===== config.mk =====
export PLATFORM = sky130hd
export DESIGN_NAME = halfperiod_err_meter
export DESIGN_NICKNAME = d
export VERILOG_FILES = /design/src/rtl/hpm_pkg.sv /design/src/rtl/hpm_edge_det.sv /design/src/rtl/hpm_err_accum.sv /design/src/rtl/halfperiod_err_meter.sv
export SDC_FILE = /design/constraint.sdc
export NUM_CORES = 1
export LEC_CHECK = 0
export BUFFER_PORTS_ARGS = -buffer_cell sky130_fd_sc_hd__buf_4
export CAP_MARGIN = 20
export CORE_UTILIZATION = 53
export DETAILED_ROUTE_END_ITERATION = 8
export HOLD_SLACK_MARGIN = 0.1
export PLACE_DENSITY = 0.72
export SYNTH_ARGS = -nofsm -noshare
export SYNTH_HDL_FRONTEND = slang
export SYNTH_SLANG_ARGS = --single-unit
export TNS_END_PERCENT = 1

===== constraint.sdc =====
create_clock -name clk -period 7.8 [get_ports clk]
set_input_delay 0.78 -clock clk [delete_from_list [all_inputs] [get_ports clk]]
set_output_delay 0.78 -clock clk [all_outputs]
set_load 0.05 [all_outputs]

===== src/rtl/hpm_pkg.sv =====
package hpm_pkg;
  typedef enum logic [1:0] {
    ST_IDLE = 2'd0,
    ST_RUN  = 2'd1,
    ST_DONE = 2'd2
  } hpm_state_e;
endpackage


===== src/rtl/hpm_edge_det.sv =====
module hpm_edge_det #(
  parameter int STAGES = 2
) (
  input  logic clk,
  input  logic rst_n,
  input  logic sig_i,
  output logic edge_o
);
  logic [STAGES-1:0] sync_q;
  logic [STAGES-1:0] sync_d;
  logic              prev_q;

  // synchronizer chain: stage 0 samples the pin, each later stage follows
  assign sync_d[0] = sig_i;
  for (genvar g = 1; g < STAGES; g++) begin : g_chain
    assign sync_d[g] = sync_q[g-1];
  end

  always_ff @(posedge clk or negedge rst_n) begin
    if (!rst_n) begin
      sync_q <= '0;
      prev_q <= 1'b0;
    end else begin
      sync_q <= sync_d;
      prev_q <= sync_q[STAGES-1];
    end
  end

  assign edge_o = sync_q[STAGES-1] ^ prev_q;
endmodule


===== src/rtl/hpm_err_accum.sv =====
module hpm_err_accum #(
  parameter int CNT_W = 24,
  parameter int SUM_W = 32
) (
  input  logic             clk,
  input  logic             rst_n,
  input  logic             clr_i,
  input  logic             en_i,
  input  logic [CNT_W-1:0] ivl_i,
  input  logic [CNT_W-1:0] target_i,
  output logic [SUM_W-1:0] sum_o
);
  localparam int AW = ((SUM_W > CNT_W) ? SUM_W : CNT_W) + 1;
  localparam logic [AW-1:0] SAT = {{(AW-SUM_W){1'b0}}, {SUM_W{1'b1}}};

  logic [SUM_W-1:0] sum_q, sum_d;
  logic [CNT_W-1:0] diff;
  logic [AW-1:0]    total;

  always_comb begin
    if (ivl_i < target_i) diff = target_i - ivl_i;
    else                  diff = ivl_i - target_i;
    total = AW'(sum_q) + AW'(diff);
    if (clr_i)           sum_d = '0;
    else if (total > SAT) sum_d = {SUM_W{1'b1}};
    else                  sum_d = total[SUM_W-1:0];
  end

  always_ff @(posedge clk or negedge rst_n) begin
    if (!rst_n)              sum_q <= '0;
    else if (clr_i || en_i)  sum_q <= sum_d;
  end

  assign sum_o = sum_q;
endmodule


===== src/rtl/halfperiod_err_meter.sv =====
module halfperiod_err_meter
  import hpm_pkg::*;
#(
  parameter int CNT_W       = 24,
  parameter int SUM_W       = 32,
  parameter int IVL_W       = 16,
  parameter int MULT_W      = 4,
  parameter int SYNC_STAGES = 2
) (
  input  logic              clk,
  input  logic              rst_n,
  input  logic              start_i,
  input  logic              sig_i,
  input  logic [CNT_W-1:0]  target_i,
  input  logic [CNT_W-1:0]  trial_len_i,
  input  logic [IVL_W-1:0]  max_ivl_i,
  input  logic [MULT_W-1:0] stall_mult_i,
  output logic [SUM_W-1:0]  err_sum_o,
  output logic [IVL_W-1:0]  ivl_cnt_o,
  output logic              done_o,
  output logic              abort_o
);
  localparam int LIM_W = CNT_W + MULT_W;

  hpm_state_e       st_q, st_d;
  logic [CNT_W-1:0] tick_q, tick_d;
  logic [CNT_W-1:0] el_q, el_d;
  logic [IVL_W-1:0] cnt_q, cnt_d, cnt_inc;
  logic             done_q, done_d, abort_q, abort_d;

  logic             sig_edge;
  logic [CNT_W:0]   cur;
  logic [LIM_W-1:0] stall_lim;
  logic             last_tick, too_slow, too_fast, close_ivl;
  logic             acc_clr, acc_en;

  hpm_edge_det #(.STAGES(SYNC_STAGES)) u_edge (
    .clk   (clk),
    .rst_n (rst_n),
    .sig_i (sig_i),
    .edge_o(sig_edge)
  );

  hpm_err_accum #(.CNT_W(CNT_W), .SUM_W(SUM_W)) u_accum (
    .clk     (clk),
    .rst_n   (rst_n),
    .clr_i   (acc_clr),
    .en_i    (acc_en),
    .ivl_i   (cur[CNT_W-1:0]),
    .target_i(target_i),
    .sum_o   (err_sum_o)
  );

  // next-state logic
  always_comb begin
    cur       = {1'b0, el_q} + 1'b1;
    stall_lim = LIM_W'(target_i) * LIM_W'(stall_mult_i);
    last_tick = ({1'b0, tick_q} + 1'b1) == {1'b0, trial_len_i};
    too_slow  = (LIM_W+1)'(cur) > (LIM_W+1)'(stall_lim);
    close_ivl = sig_edge | last_tick | too_slow;
    cnt_inc   = (&cnt_q) ? cnt_q : cnt_q + 1'b1;
    too_fast  = close_ivl && (cnt_inc > max_ivl_i);

    st_d    = st_q;
    tick_d  = tick_q;
    el_d    = el_q;
    cnt_d   = cnt_q;
    done_d  = done_q;
    abort_d = abort_q;
    acc_clr = 1'b0;
    acc_en  = 1'b0;

    if (start_i) begin
      st_d    = ST_RUN;
      tick_d  = '0;
      el_d    = '0;
      cnt_d   = '0;
      done_d  = 1'b0;
      abort_d = 1'b0;
      acc_clr = 1'b1;
    end else if (st_q == ST_RUN) begin
      tick_d = tick_q + 1'b1;
      if (close_ivl) begin
        acc_en = 1'b1;
        cnt_d  = cnt_inc;
        el_d   = '0;
      end else begin
        el_d   = cur[CNT_W-1:0];
      end
      if (last_tick || too_slow || too_fast) begin
        st_d    = ST_DONE;
        done_d  = 1'b1;
        abort_d = too_slow | too_fast;
      end
    end
  end

  // state registers
  always_ff @(posedge clk or negedge rst_n) begin
    if (!rst_n) begin
      st_q    <= ST_IDLE;
      tick_q  <= '0;
      el_q    <= '0;
      cnt_q   <= '0;
      done_q  <= 1'b0;
      abort_q <= 1'b0;
    end else begin
      st_q    <= st_d;
      tick_q  <= tick_d;
      el_q    <= el_d;
      cnt_q   <= cnt_d;
      done_q  <= done_d;
      abort_q <= abort_d;
    end
  end

  assign ivl_cnt_o = cnt_q;
  assign done_o    = done_q;
  assign abort_o   = abort_q;
endmodule


== Yosys cells after proc, flatten, opt, wreduce, memory -nomap -nowiden ==
Cells that the tools add are included.

* Flip-flop bits (word level): 103
* Logic and storage cells: 62
* Input bits: 72
* Output and inout bits: 50

* Bitwise operators: 4
* Mux-type cells: 25
* Reductions and logical operators: 10
* Add/subtract/negate cells: 7
* Multipliers: 1
* $lt $le $gt $ge: 4
* Equality and inequality tests: 2

{| class="wikitable"
|+ Operators with widths
! operator !! number
|-
| two-way mux 24 bit || 6
|-
| two-way mux 16 bit || 4
|-
| two-way mux 32 bit || 2
|-
| adder 24 x 1 -> 25 bit, second input constant || 2
|-
| subtractor 24 bit || 2
|-
| adder 32 x 24 -> 33 bit || 1
|-
| greater-than comparator 33 x 32 -> 1 bit, second input constant || 1
|-
| greater-than comparator 25 x 28 -> 1 bit || 1
|-
| multiplier 24 x 4 -> 28 bit || 1
|-
| == test 25 x 24 -> 1 bit || 1
|-
| adder 24 x 1 -> 24 bit, second input constant || 1
|-
| < comparator 24 bit || 1
|-
| adder 16 x 1 -> 16 bit, second input constant || 1
|-
| greater-than comparator 16 bit || 1
|-
| AND reduction 16 bit || 1
|-
| two-way mux 1 bit || 10
|-
| two-way mux 2 bit || 3
|-
| nonzero test 2 bit || 3
|-
| AND reduction 2 bit || 2
|-
| logical OR 1 bit || 3
|-
| bitwise OR 1 bit || 3
|-
| == test 2 x 1 -> 1 bit, second input constant || 1
|-
| logical AND 1 bit || 1
|-
| bitwise XOR 1 bit || 1
|}

== Longest topological paths before layout ==
Gate-level depths: netlist of run 1.

* Depth after elaboration: 9
* Depth in mapped cells: 31
* Depth with buffers taken out: 29

== Hierarchy ==
Synthesis of run 1 repeated with hierarchy kept, for this count alone.

* Cells, all modules: 1727
* Area, all modules: 14068.5 um2

{| class="wikitable"
|+ Modules (own cells, without submodules)
! module !! times used !! sequential area each (um2) !! cells each !! area an instance (um2)
|-
| halfperiod_err_meter || 1 || 1676.6 || 1085 || 8816.0
|-
| hpm_err_accum || 1 || 800.8 || 638 || 5168.7
|-
| hpm_edge_det || 1 || 75.1 || 4 || 83.8
|}

== Worst setup path after synthesis of run 1 ==
Ideal clock, no wire load.

* Path kind: register -> register
* Start: register el_q[0]
* End: register u_accum.sum_q[27] (netlist: u_accum.sum_o[27])
* Clock period less this slack: 6.660 ns
* Data arrival time: 6.560 ns
* Path slack: 1.140 ns
* Cell stages (with the launch flop): 32
* Library setup time: 0.099 ns
* Data required time: 7.701 ns
* Path buffers: 2
* Path through: dfrtp_1 ha_1 inv_1 nor2_1 nand2_1 nor2_1 nand3_1 nor2_1 xnor2_1 inv_1 ha_1 and3_1 clkbuf_1 a221oi_1 o221ai_1 o21bai_1 o22ai_1 o21ai_1 a31oi_1 buf_2 mux2i_1 xor2_1 ha_1 o21ai_0 o21ai_0 nand4_1 a211oi_1 a41oi_1 o21ai_0 a21o_1 a41oi_1 a311oi_1

* Word-level cells in the longest chain between the ends: 7
* Elaborated cells between the ends (all ways): 15
* Classes of those cells: add/sub: 4; order compare: 3; mux: 6; bitwise: 1; reduce/logical: 1

{| class="wikitable"
|+ RTL lines
! element !! RTL line !! RTL
|-
| start: declaration || halfperiod_err_meter.sv:27 || <nowiki>logic [CNT_W-1:0] el_q, el_d;</nowiki>
|-
| start signal: assignment || halfperiod_err_meter.sv:110 || <nowiki>el_q <= el_d;</nowiki>
|-
| adder 24 x 1 -> 25 bit * || halfperiod_err_meter.sv:56 || <nowiki>cur = {1'b0, el_q} + 1'b1;</nowiki>
|-
| subtractor 24 bit (tied with other cells) || hpm_err_accum.sv:22 || <nowiki>else diff = ivl_i - target_i;</nowiki>
|-
| two-way mux 24 bit / bitwise OR 1 bit (equally long branches) || hpm_err_accum.sv:21, halfperiod_err_meter.sv:60 ||
|-
| adder 32 x 24 -> 33 bit / two-way mux 1 bit (equally long branches) || hpm_err_accum.sv:23, halfperiod_err_meter.sv:83 ||
|-
| greater-than comparator 33 x 32 -> 1 bit / two-way mux 1 bit (equally long branches) || hpm_err_accum.sv:25, halfperiod_err_meter.sv:81 ||
|-
| two-way mux 32 bit / two-way mux 1 bit (equally long branches) || hpm_err_accum.sv:25, halfperiod_err_meter.sv:73 ||
|-
| two-way mux 32 bit / logical OR 1 bit (equally long branches) || hpm_err_accum.sv:24, hpm_err_accum.sv:31 ||
|-
| end signal: assignment || hpm_err_accum.sv:31 || <nowiki>else if (clr_i || en_i) sum_q <= sum_d;</nowiki>
|-
| end: declaration || hpm_err_accum.sv:16 || <nowiki>logic [SUM_W-1:0] sum_q, sum_d;</nowiki>
|}

Every way passes the cells marked *; elsewhere a longest branch is shown, timed or not.
A chain may end at the register's enable or synchronous reset.

== Worst setup path in the final report of run 1 ==
* Start: register el_q[0]
* End: register u_accum.sum_q[25] (netlist: u_accum.sum_o[25])

Same word-level chain as after synthesis.

==> results of run 1 <==
## routing by layer
metal / vias up / wire length (microns) / global-route usage
met5: - / 0 / 0
met4: 0 / 1080 / 0.105
met3: 89 / 1830 / 0.0221
met2: 430 / 17700 / 0.478
met1: 6245 / 16800 / 0.370
li1: 6267 / - / -
## registers in the layout, indices dropped and copies added, names as in the netlist
signal	flops
el_q	24
u_edge.sync_q	2
u_edge.prev_q	1
ivl_cnt_o	16
abort_o	1
st_q	2
tick_q	24
u_accum.sum_o	32
## cell usage after synthesis (47+ instances only)
cell type | count | share of area
nor2_1 | 86 | 0.023
fa_1 | 47 | 0.068
nand2_1 | 185 | 0.050
clkbuf_1 | 51 | 0.014
a21oi_1 | 135 | 0.049
inv_1 | 149 | 0.041
xor2_1 | 59 | 0.038
xnor2_1 | 82 | 0.052
nand3_1 | 51 | 0.019
o21ai_0 | 64 | 0.023
a21o_1 | 49 | 0.027
ha_1 | 150 | 0.14
dfrtp_1 | 102 | 0.19
## power by group through the flow
stage	clock (W)	sequential, W	combinational, W
2_1_floorplan	0	0.000717	0.000870
3_3_place_gp	0	0.000625	0.00127
3_5_place_dp	0	0.000626	0.00130
4_1_cts	0.000500	0.000616	0.00131
5_1_grt	0.000519	0.000622	0.00147
6_report	0.000491	0.000618	0.00133
## metrics by stage
step	setup slack (ns)	util	instances	cell area, sq um	power (W)
2_1_floorplan	1.14	-	1717	13800	0.00159
3_3_place_gp	0.649	0.589	2106	14900	0.00190
3_5_place_dp	0.367	0.589	2106	14900	0.00193
4_1_cts	0.356	0.601	2122	15200	0.00243
5_1_grt	0.0446	0.603	2122	15300	0.00261
6_report	0.576	0.603	2122	15300	0.00244
## layout make-up
cell class,count,area [sq um],share of cell area
Clock buffer,10,229,0.0150
Clock inverter,6,78.8,0.00516
Inverter,149,559,0.0366
Multi-Input combinational cell,1390,10400,0.682
Sequential cell,102,2550,0.167
Tap cell,330,413,0.0270
Timing Repair Buffer,135,1030,0.0672
## worst max path at each step
stage / cells after the start / endpoint / slack, ns / start
CTS: 29 / u_accum.sum_o[6]$_DFFE_PN0P_ / 0.36 / el_q[0]$_DFFE_PN0P_
global placement: 29 / u_accum.sum_o[2]$_DFFE_PN0P_ / 0.65 / el_q[0]$_DFFE_PN0P_
floorplan: 31 / u_accum.sum_o[27]$_DFFE_PN0P_ / 1.14 / el_q[0]$_DFFE_PN0P_
finish: 30 / u_accum.sum_o[25]$_DFFE_PN0P_ / 0.58 / el_q[0]$_DFFE_PN0P_
detailed placement: 29 / u_accum.sum_o[6]$_DFFE_PN0P_ / 0.37 / el_q[0]$_DFFE_PN0P_
global route: 30 / u_accum.sum_o[26]$_DFFE_PN0P_ / 0.04 / el_q[0]$_DFFE_PN0P_
## logic make-up (layout without fill, tap and decap cells)
kind of cell,Yosys count,count (layout),share of synthesized area
mux,28,28,0.0208
xor+xnor,142,142,0.0913
compound gates,466,466,0.231
flops,102,102,0.185
fa+ha+maj,197,197,0.205
simple gates,557,557,0.202
buf+inv,225,300,0.0651
## layout by cell type (no fill, tap or decap), types with 10 or more instances in the layout
cell / count
a31oi_1: 16
and3_1: 24
a311oi_1: 18
a21oi_2: 10
dfrtp_1: 102
inv_1: 149
a21o_1: 49
nand4_1: 33
a21oi_1: 135
a211o_1: 10
o211ai_1: 10
xnor2_1: 82
o31ai_1: 26
nor2b_1: 17
nand2b_1: 11
a311oi_2: 10
o21bai_1: 12
buf_4: 134
and2_1: 37
nor2_1: 83
and4_1: 11
mux2i_1: 23
fa_1: 47
nand2_1: 185
nor4_1: 13
o21a_1: 16
or3_1: 20
nor3_1: 34
o21ai_0: 63
ha_1: 150
xor2_1: 59
a211oi_1: 27
nand3_1: 51
## worst reg2reg max path: cells and delay by family (launching register included)
family          cells  cell delay (ns)
simple gates        8             1.69
compound gates     13             2.82
fa+ha+maj           3             0.96
mux                 1             0.25
xor+xnor            2             0.37
flops               1             0.48
buf+inv             3             0.52
==> metrics.cfg, run 1 <==
[clock_network]
cts_sinks=102
clk_latency_ns=0.37
holdBufCountCts=0
clkSlewWorstSetupHoldPaths_ns=0.08
cts_setup_buffers=0
number_of_buffers_created_by_cts=9
cts-htree-levels=3
clk_path_buf_depth=2
ctsRootBufferMaster=clkbuf_16
tritoncts=done
cts_resized=0

[timing]
tightest_slew_ns=0.813
max-slew-margin-rel=0.458
finalCriticalPeriod_ns=7.22
setup_total_negative_slack_ns=0
worst_hold_slack_ns=0.377
hold_viol_final=0
skew_ns=0.0110
rsz0062_at_grt=false
layout_worst_path_cycle_share=0.926
fmaxAchievable_mhz=138
slew_viol_final=0
final-setup-viol-count=0

[power_and_ir_drop]
power.combinational.fraction=0.546
total_switching_power_w=0.00110
ir_worst_vdd_mv=0.108
internal_w=0.00134
switching_share=0.451
clock_power_share=0.201
power_frac_seq=0.253
total_power_per_unit_cell_area_nw_per_um2=160
leakage_power_of_the_design_nw=7.51

[grt]
grt_pass1_vias=12493
antenna_found_initial=0
global_route.overflow_total=0
grt_first_pass_wirelength_mm=60.5
gr-usage-all-layers=0.281
grt_start_max_net_pins=62

[final_layout]
layout.nets=2056
layout-area-overhead-vs-synth_pct=10.8
layout-drive-gt1-share=0.117
antenna_cells_inserted=0
fillCellCount=2308

[synth]
number_of_synthesized_register_bits=102
yosysUniqueCellTypes=79
yosys_warnings=0
synth_area_sq_um=13800
async_reset_ff_frac=1.00
synthesis.area_per_instance_sq_um=8.02
dominant_synthesized_flop_cell=dfrtp_1
number_of_cells_produced_by_synthesis=1717
synth-edff-count=0
synth_fp_nets=1986
synth_seq_area_share=0.185

[hold_path]
min_to=u_edge.sync_q[1]$_DFF_PN0_
min-delay-path-class=flop to flop
holdCritStartpoint=u_edge.sync_q[0]$_DFF_PN0_
hold_path_depth=0

[place]
port-buffer-count=121
detailedPlacementHpwl_mm=29.5
gp_congestion=0.952

[setup_path]
required_time_of_the_worst_setup_path_ns=8.04
worstSetupStartpointType=flop
slowest_delay_ns=0.48
worst-path-buf-inv=3
timing.critical_path.arrival_ns=7.46
crit_path_max_fanout=13
setup.reg_to_reg.worst_slack_ns=0.58
worstSetupEndpointType=flop
crit_type=flop to flop
crit-reg2reg-launch=el_q[0]$_DFFE_PN0P_
rr_endpoint=u_accum.sum_o[25]$_DFFE_PN0P_
worst-r2r-cell-count=30
critical-path-slowest-cell=dfrtp_1
cpLargestDelayFamily=compound AO/OA/AOI/OAI gates

[routing]
routed-via-count=13031
ant_nets=0
vias_per_cell=6.14
drc=0
drt-total-wl_mm=37.4
detail_route.wl_per_cell_microns=17.6
drt-initial-drc-count=997
drt_pre_antenna_iters=5

[floorplanning]
initial_utilization=0.544
die_height_microns=163
floorplan.die.width_microns=163
floorplan.core_area_sq_um=25300
ios=122
site_row_count=58
design.die.area_sq_um=26600

[status]
status=finished clean

[run]
maxCapViolCount=0

Note: power is estimated with default switching activity, not from simulation.
==> run 2: changes to the inputs <==
clock period = 8.28 ns   (was 7.8 ns; I/O delays follow)
==> metrics.cfg, run 2 (synthesis gave the netlist of run 1 again) <==
[routing]
ant_nets=0
drt-initial-drc-count=881
wl_met3_mm=1.64
drt_pre_antenna_iters=8
vias_per_cell=6.04
drt-total-wl_mm=36.6
dr_wl_met2_mm=17.3
routed-via-count=12817
routed_metal_1_wirelength_mm=16.9
drc=0
top_layer=met4
detail_route.wl_per_cell_microns=17.3

[floorplanning]
floorplan.die.width_microns=163
die_height_microns=163
site_row_count=58
ios=122
initial_utilization=0.544
floorplan.core_area_sq_um=25300
design.die.area_sq_um=26600

[power_and_ir_drop]
total_power_per_unit_cell_area_nw_per_um2=148
switching_share=0.452
internal_w=0.00123
ir_worst_vdd_mv=0.135
clock_power_share=0.191
power_frac_seq=0.259
total_switching_power_w=0.00101
power.combinational.fraction=0.550
leakage_power_of_the_design_nw=7.49

[clock_network]
cts_resized=0
clk_path_buf_depth=2
cts-htree-levels=3
cts_sinks=102
clkSlewWorstSetupHoldPaths_ns=0.08
clk_latency_ns=0.37
cts_setup_buffers=0
holdBufCountCts=0
number_of_buffers_created_by_cts=9
ctsRootBufferMaster=clkbuf_16
tritoncts=done

[grt]
antenna_found_initial=0
gr-usage-all-layers=0.278
grt_first_pass_wirelength_mm=60.0
grt_pass1_vias=12376
grt_start_max_net_pins=71
global_route.overflow_total=0

[hold_path]
min-delay-path-class=flop to flop
hold_path_depth=0

[timing]
slew_viol_final=0
skew_ns=0.0118
finalCriticalPeriod_ns=7.58
layout_worst_path_cycle_share=0.916
setup_total_negative_slack_ns=0
worst_hold_slack_ns=0.359
hold_viol_final=0
max-slew-margin-rel=0.389
fmaxAchievable_mhz=132
rsz0062_at_grt=false
tightest_slew_ns=0.916
final-setup-viol-count=0

[place]
port-buffer-count=121
gp_congestion=0.867
placedCellCount=2105
placed_area_sq_um=14900
detailedPlacementHpwl_mm=29.1

[setup_path]
required_time_of_the_worst_setup_path_ns=8.54
worstSetupEndpointType=flop
crit_type=flop to flop
crit_path_max_fanout=11
slowest_delay_ns=0.48
worst-path-buf-inv=3
worstSetupStartpointType=flop
cpLargestDelayFamily=compound AO/OA/AOI/OAI gates
timing.critical_path.arrival_ns=7.84
critical-path-slowest-cell=dfrtp_1
worst-r2r-cell-count=30
path_depth=30

[final_layout]
layout.nets=2055
mostFrequentLayoutCells=nand2_1, ha_1, inv_1, a21oi_1, buf_4
largest_reg_flops=32
design_area_sq_um=15200
layout-area-overhead-vs-synth_pct=10.3
final_cells=2121
antenna_cells_inserted=0
layout-drive-gt1-share=0.113
mostFrequentLayoutCell=nand2_1

[run]
maxCapViolCount=0

[status]
status=finished clean

-- run 2: cell count changes in the layout (fill, tap and decap cells not counted), sizes merged --
cell      previous run  this run
clkinvlp             0         1
buf                135       134
bufinv               1         0
-- run 2: final timing paths --
path	from	endpoint	slack, ns
min in group asynchronous	rst_n	ivl_cnt_o[14]$_DFFE_PN0P_	0.40
setup / recovery	el_q[0]$_DFFE_PN0P_	u_accum.sum_o[27]$_DFFE_PN0P_	0.70
max in group asynchronous	rst_n	el_q[19]$_DFFE_PN0P_	6.58
hold reg to reg	u_edge.sync_q[0]$_DFF_PN0_	u_edge.sync_q[1]$_DFF_PN0_	0.36
setup reg to reg	el_q[0]$_DFFE_PN0P_	u_accum.sum_o[27]$_DFFE_PN0P_	0.70
hold / removal	u_edge.sync_q[0]$_DFF_PN0_	u_edge.sync_q[1]$_DFF_PN0_	0.36
-- run 2: per-stage QoR --
step                      power, W  worst slack, ns  utilization
after CTS                  0.00224            0.696        0.600
final                      0.00224            0.698        0.600
after global placement     0.00179            0.800        0.589
after floorplan            0.00149             1.62            -
after detailed placement   0.00181            0.666        0.589
after global routing       0.00240           0.0268        0.600
-- run 2: layout make-up --
type / count / area [sq um]
clock buffer: 10 / 229
clock inverter: 6 / 56.3
fill: 2366 / 10100
inverter: 149 / 559
multi-input combinational: 1390 / 10400
sequential: 102 / 2550
tap: 330 / 413
timing repair buffer: 134 / 1020
-- run 2: worst register-to-register path: cells and delay by family, from the launching register on --
family,cells,cell delay [ns]
AOI/OAI and AO/OA,13,3.52
and+or+nand+nor,8,1.43
adders and majority gates,3,0.96
buffers and inverters,3,0.51
DFF,1,0.48
xor gates and xnor gates,2,0.33
muxes,1,0.24
-- run 2: power groups by stage --
stage / Combinational (W) / Clock [W] / Sequential [W]
floorplan: 0.000819 / 0 / 0.000676
global placement: 0.00120 / 0 / 0.000589
detailed placement: 0.00122 / 0 / 0.000588
CTS: 0.00123 / 0.000435 / 0.000579
global route: 0.00136 / 0.000450 / 0.000585
finish: 0.00123 / 0.000428 / 0.000581
-- run 2: layer usage --
layer / vias up / track usage
li1: 6279 / -
met1: 6139 / 0.369
met2: 349 / 0.476
met3: 50 / 0.0267
met4: 0 / 0.0794
met5: - / 0
==> run 3: changes to the inputs <==
clock period = 9.8 ns   (was 8.28 ns; I/O delays follow)
==> metrics.cfg, run 3 (synthesis gave the netlist of run 1 again) <==
[final_layout]
layout-drive-gt1-share=0.112
largest_reg_flops=32
mostFrequentLayoutCell=nand2_1
final_core_utilization=0.598
mostFrequentLayoutCells=nand2_1, ha_1, inv_1, a21oi_1, buf_4
layout-area-overhead-vs-synth_pct=10.0
layout.nets=2052
antenna_cells_inserted=0

[timing]
fin_ws_ns=1.90
slew_viol_final=0
final-setup-viol-count=0
worst_hold_slack_ns=0.384
fmaxAchievable_mhz=127
setup_total_negative_slack_ns=0
tightest_slew_ns=1.03
hold_viol_final=0
finalCriticalPeriod_ns=7.90
layout_worst_path_cycle_share=0.806
skew_ns=0.0140
max-slew-margin-rel=0.315
rsz0062_at_grt=false

[power_and_ir_drop]
switching_share=0.451
internal_w=0.00103
clock_power_share=0.187
total_power_per_unit_cell_area_nw_per_um2=124
power_frac_seq=0.261
power.combinational.fraction=0.552
ir_worst_vdd_mv=0.0928
leakage_power_of_the_design_nw=7.47
total_switching_power_w=0.000849

[setup_path]
critical-path-slowest-cell=nor2_2
timing.critical_path.arrival_ns=8.12
worst-path-buf-inv=3
crit_type=input pin to flop
required_time_of_the_worst_setup_path_ns=10.02
cpLargestDelayFamily=compound AO/OA/AOI/OAI gates
worstSetupEndpointType=flop
slowest_delay_ns=0.85
crit_path_max_fanout=24
crit_top_cell=a21oi_1
worstSetupStartpointType=input pin

[clock_network]
clk_path_buf_depth=2
cts-htree-levels=3
cts_setup_buffers=0
clk_latency_ns=0.36
ctsRootBufferMaster=clkbuf_16
holdBufCountCts=0
tritoncts=done
clkSlewWorstSetupHoldPaths_ns=0.08
cts_resized=0
cts_sinks=102
number_of_buffers_created_by_cts=9

[place]
port-buffer-count=121
detailedPlacementHpwl_mm=29.3
gp_congestion=0.939
placement.setup.worst_slack_ns=1.58

[routing]
routed-via-count=12856
drc=0
drt_pre_antenna_iters=5
drt-initial-drc-count=870
detail_route.wl_per_cell_microns=17.5
drt-total-wl_mm=37.0
vias_per_cell=6.07
ant_nets=0

[status]
status=finished clean

[grt]
grt_first_pass_wirelength_mm=60.8
antenna_found_initial=0
grt_start_max_net_pins=56
global_route.overflow_total=0
gr-usage-all-layers=0.280
grt_pass1_vias=12445

[floorplanning]
ios=122
site_row_count=58
floorplan.die.width_microns=163
die_height_microns=163
floorplan.core_area_sq_um=25300
initial_utilization=0.544
design.die.area_sq_um=26600

[run]
maxCapViolCount=0

[hold_path]
min-delay-path-class=flop to flop

run 3: cell count changes in the layout (fill, tap and decap cells not counted), sizes merged:
cell      change
clkinvlp      +1
inv           +1
buf           -3
clkbuf        -1
clkinv        -1
run 3: final timing paths:
kind,slack [ns],start,endpoint,cells after the start
setup / recovery,1.90,stall_mult_i[3],u_accum.sum_o[14]$_DFFE_PN0P_,26
hold / removal,0.38,u_edge.sync_q[0]$_DFF_PN0_,u_edge.sync_q[1]$_DFF_PN0_,0
setup reg to reg,2.06,el_q[0]$_DFFE_PN0P_,u_accum.sum_o[25]$_DFFE_PN0P_,29
hold reg to reg,0.38,u_edge.sync_q[0]$_DFF_PN0_,u_edge.sync_q[1]$_DFF_PN0_,0
max in group asynchronous,7.98,rst_n,ivl_cnt_o[7]$_DFFE_PN0P_,2
min in group asynchronous,0.66,rst_n,ivl_cnt_o[14]$_DFFE_PN0P_,1
run 3: per-stage QoR:
step,std cells,total power (W),instance area (sq um)
after detailed placement,2102,0.00153,14900
after global placement,2102,0.00151,14900
after global routing,2118,0.00202,15200
final,2118,0.00188,15200
after floorplan,1717,0.00126,13800
after CTS,2118,0.00189,15200
run 3: power groups by stage:
| stage | Sequential (W) | Clock [W] | Combinational [W] |
|---|---|---|---|
| 2_1_floorplan | 0.000571 | 0 | 0.000692 |
| 3_3_place_gp | 0.000497 | 0 | 0.00101 |
| 3_5_place_dp | 0.000497 | 0 | 0.00103 |
| 4_1_cts | 0.000490 | 0.000359 | 0.00104 |
| 5_1_grt | 0.000494 | 0.000373 | 0.00115 |
| 6_report | 0.000490 | 0.000353 | 0.00104 |
run 3: cell type report:
cell class                      count  area, sq um
Clock buffer                        9          225
Clock inverter                      7         55.1
Fill cell                        2314        10200
Inverter                          149          559
Multi-Input combinational cell   1390        10400
Sequential cell                   102         2550
Tap cell                          330          413
Timing Repair Buffer              131          983
run 3: per-layer routing:
layer  share of wire  wire length [microns]  vias to the layer above  track usage
met5               0                      0                        -            0
met4           0.019                    697                        0       0.0786
met3           0.053                   1970                       56       0.0218
met2            0.48                  17700                      416        0.483
met1            0.45                  16600                     6127        0.374
li1                -                      -                     6257            -
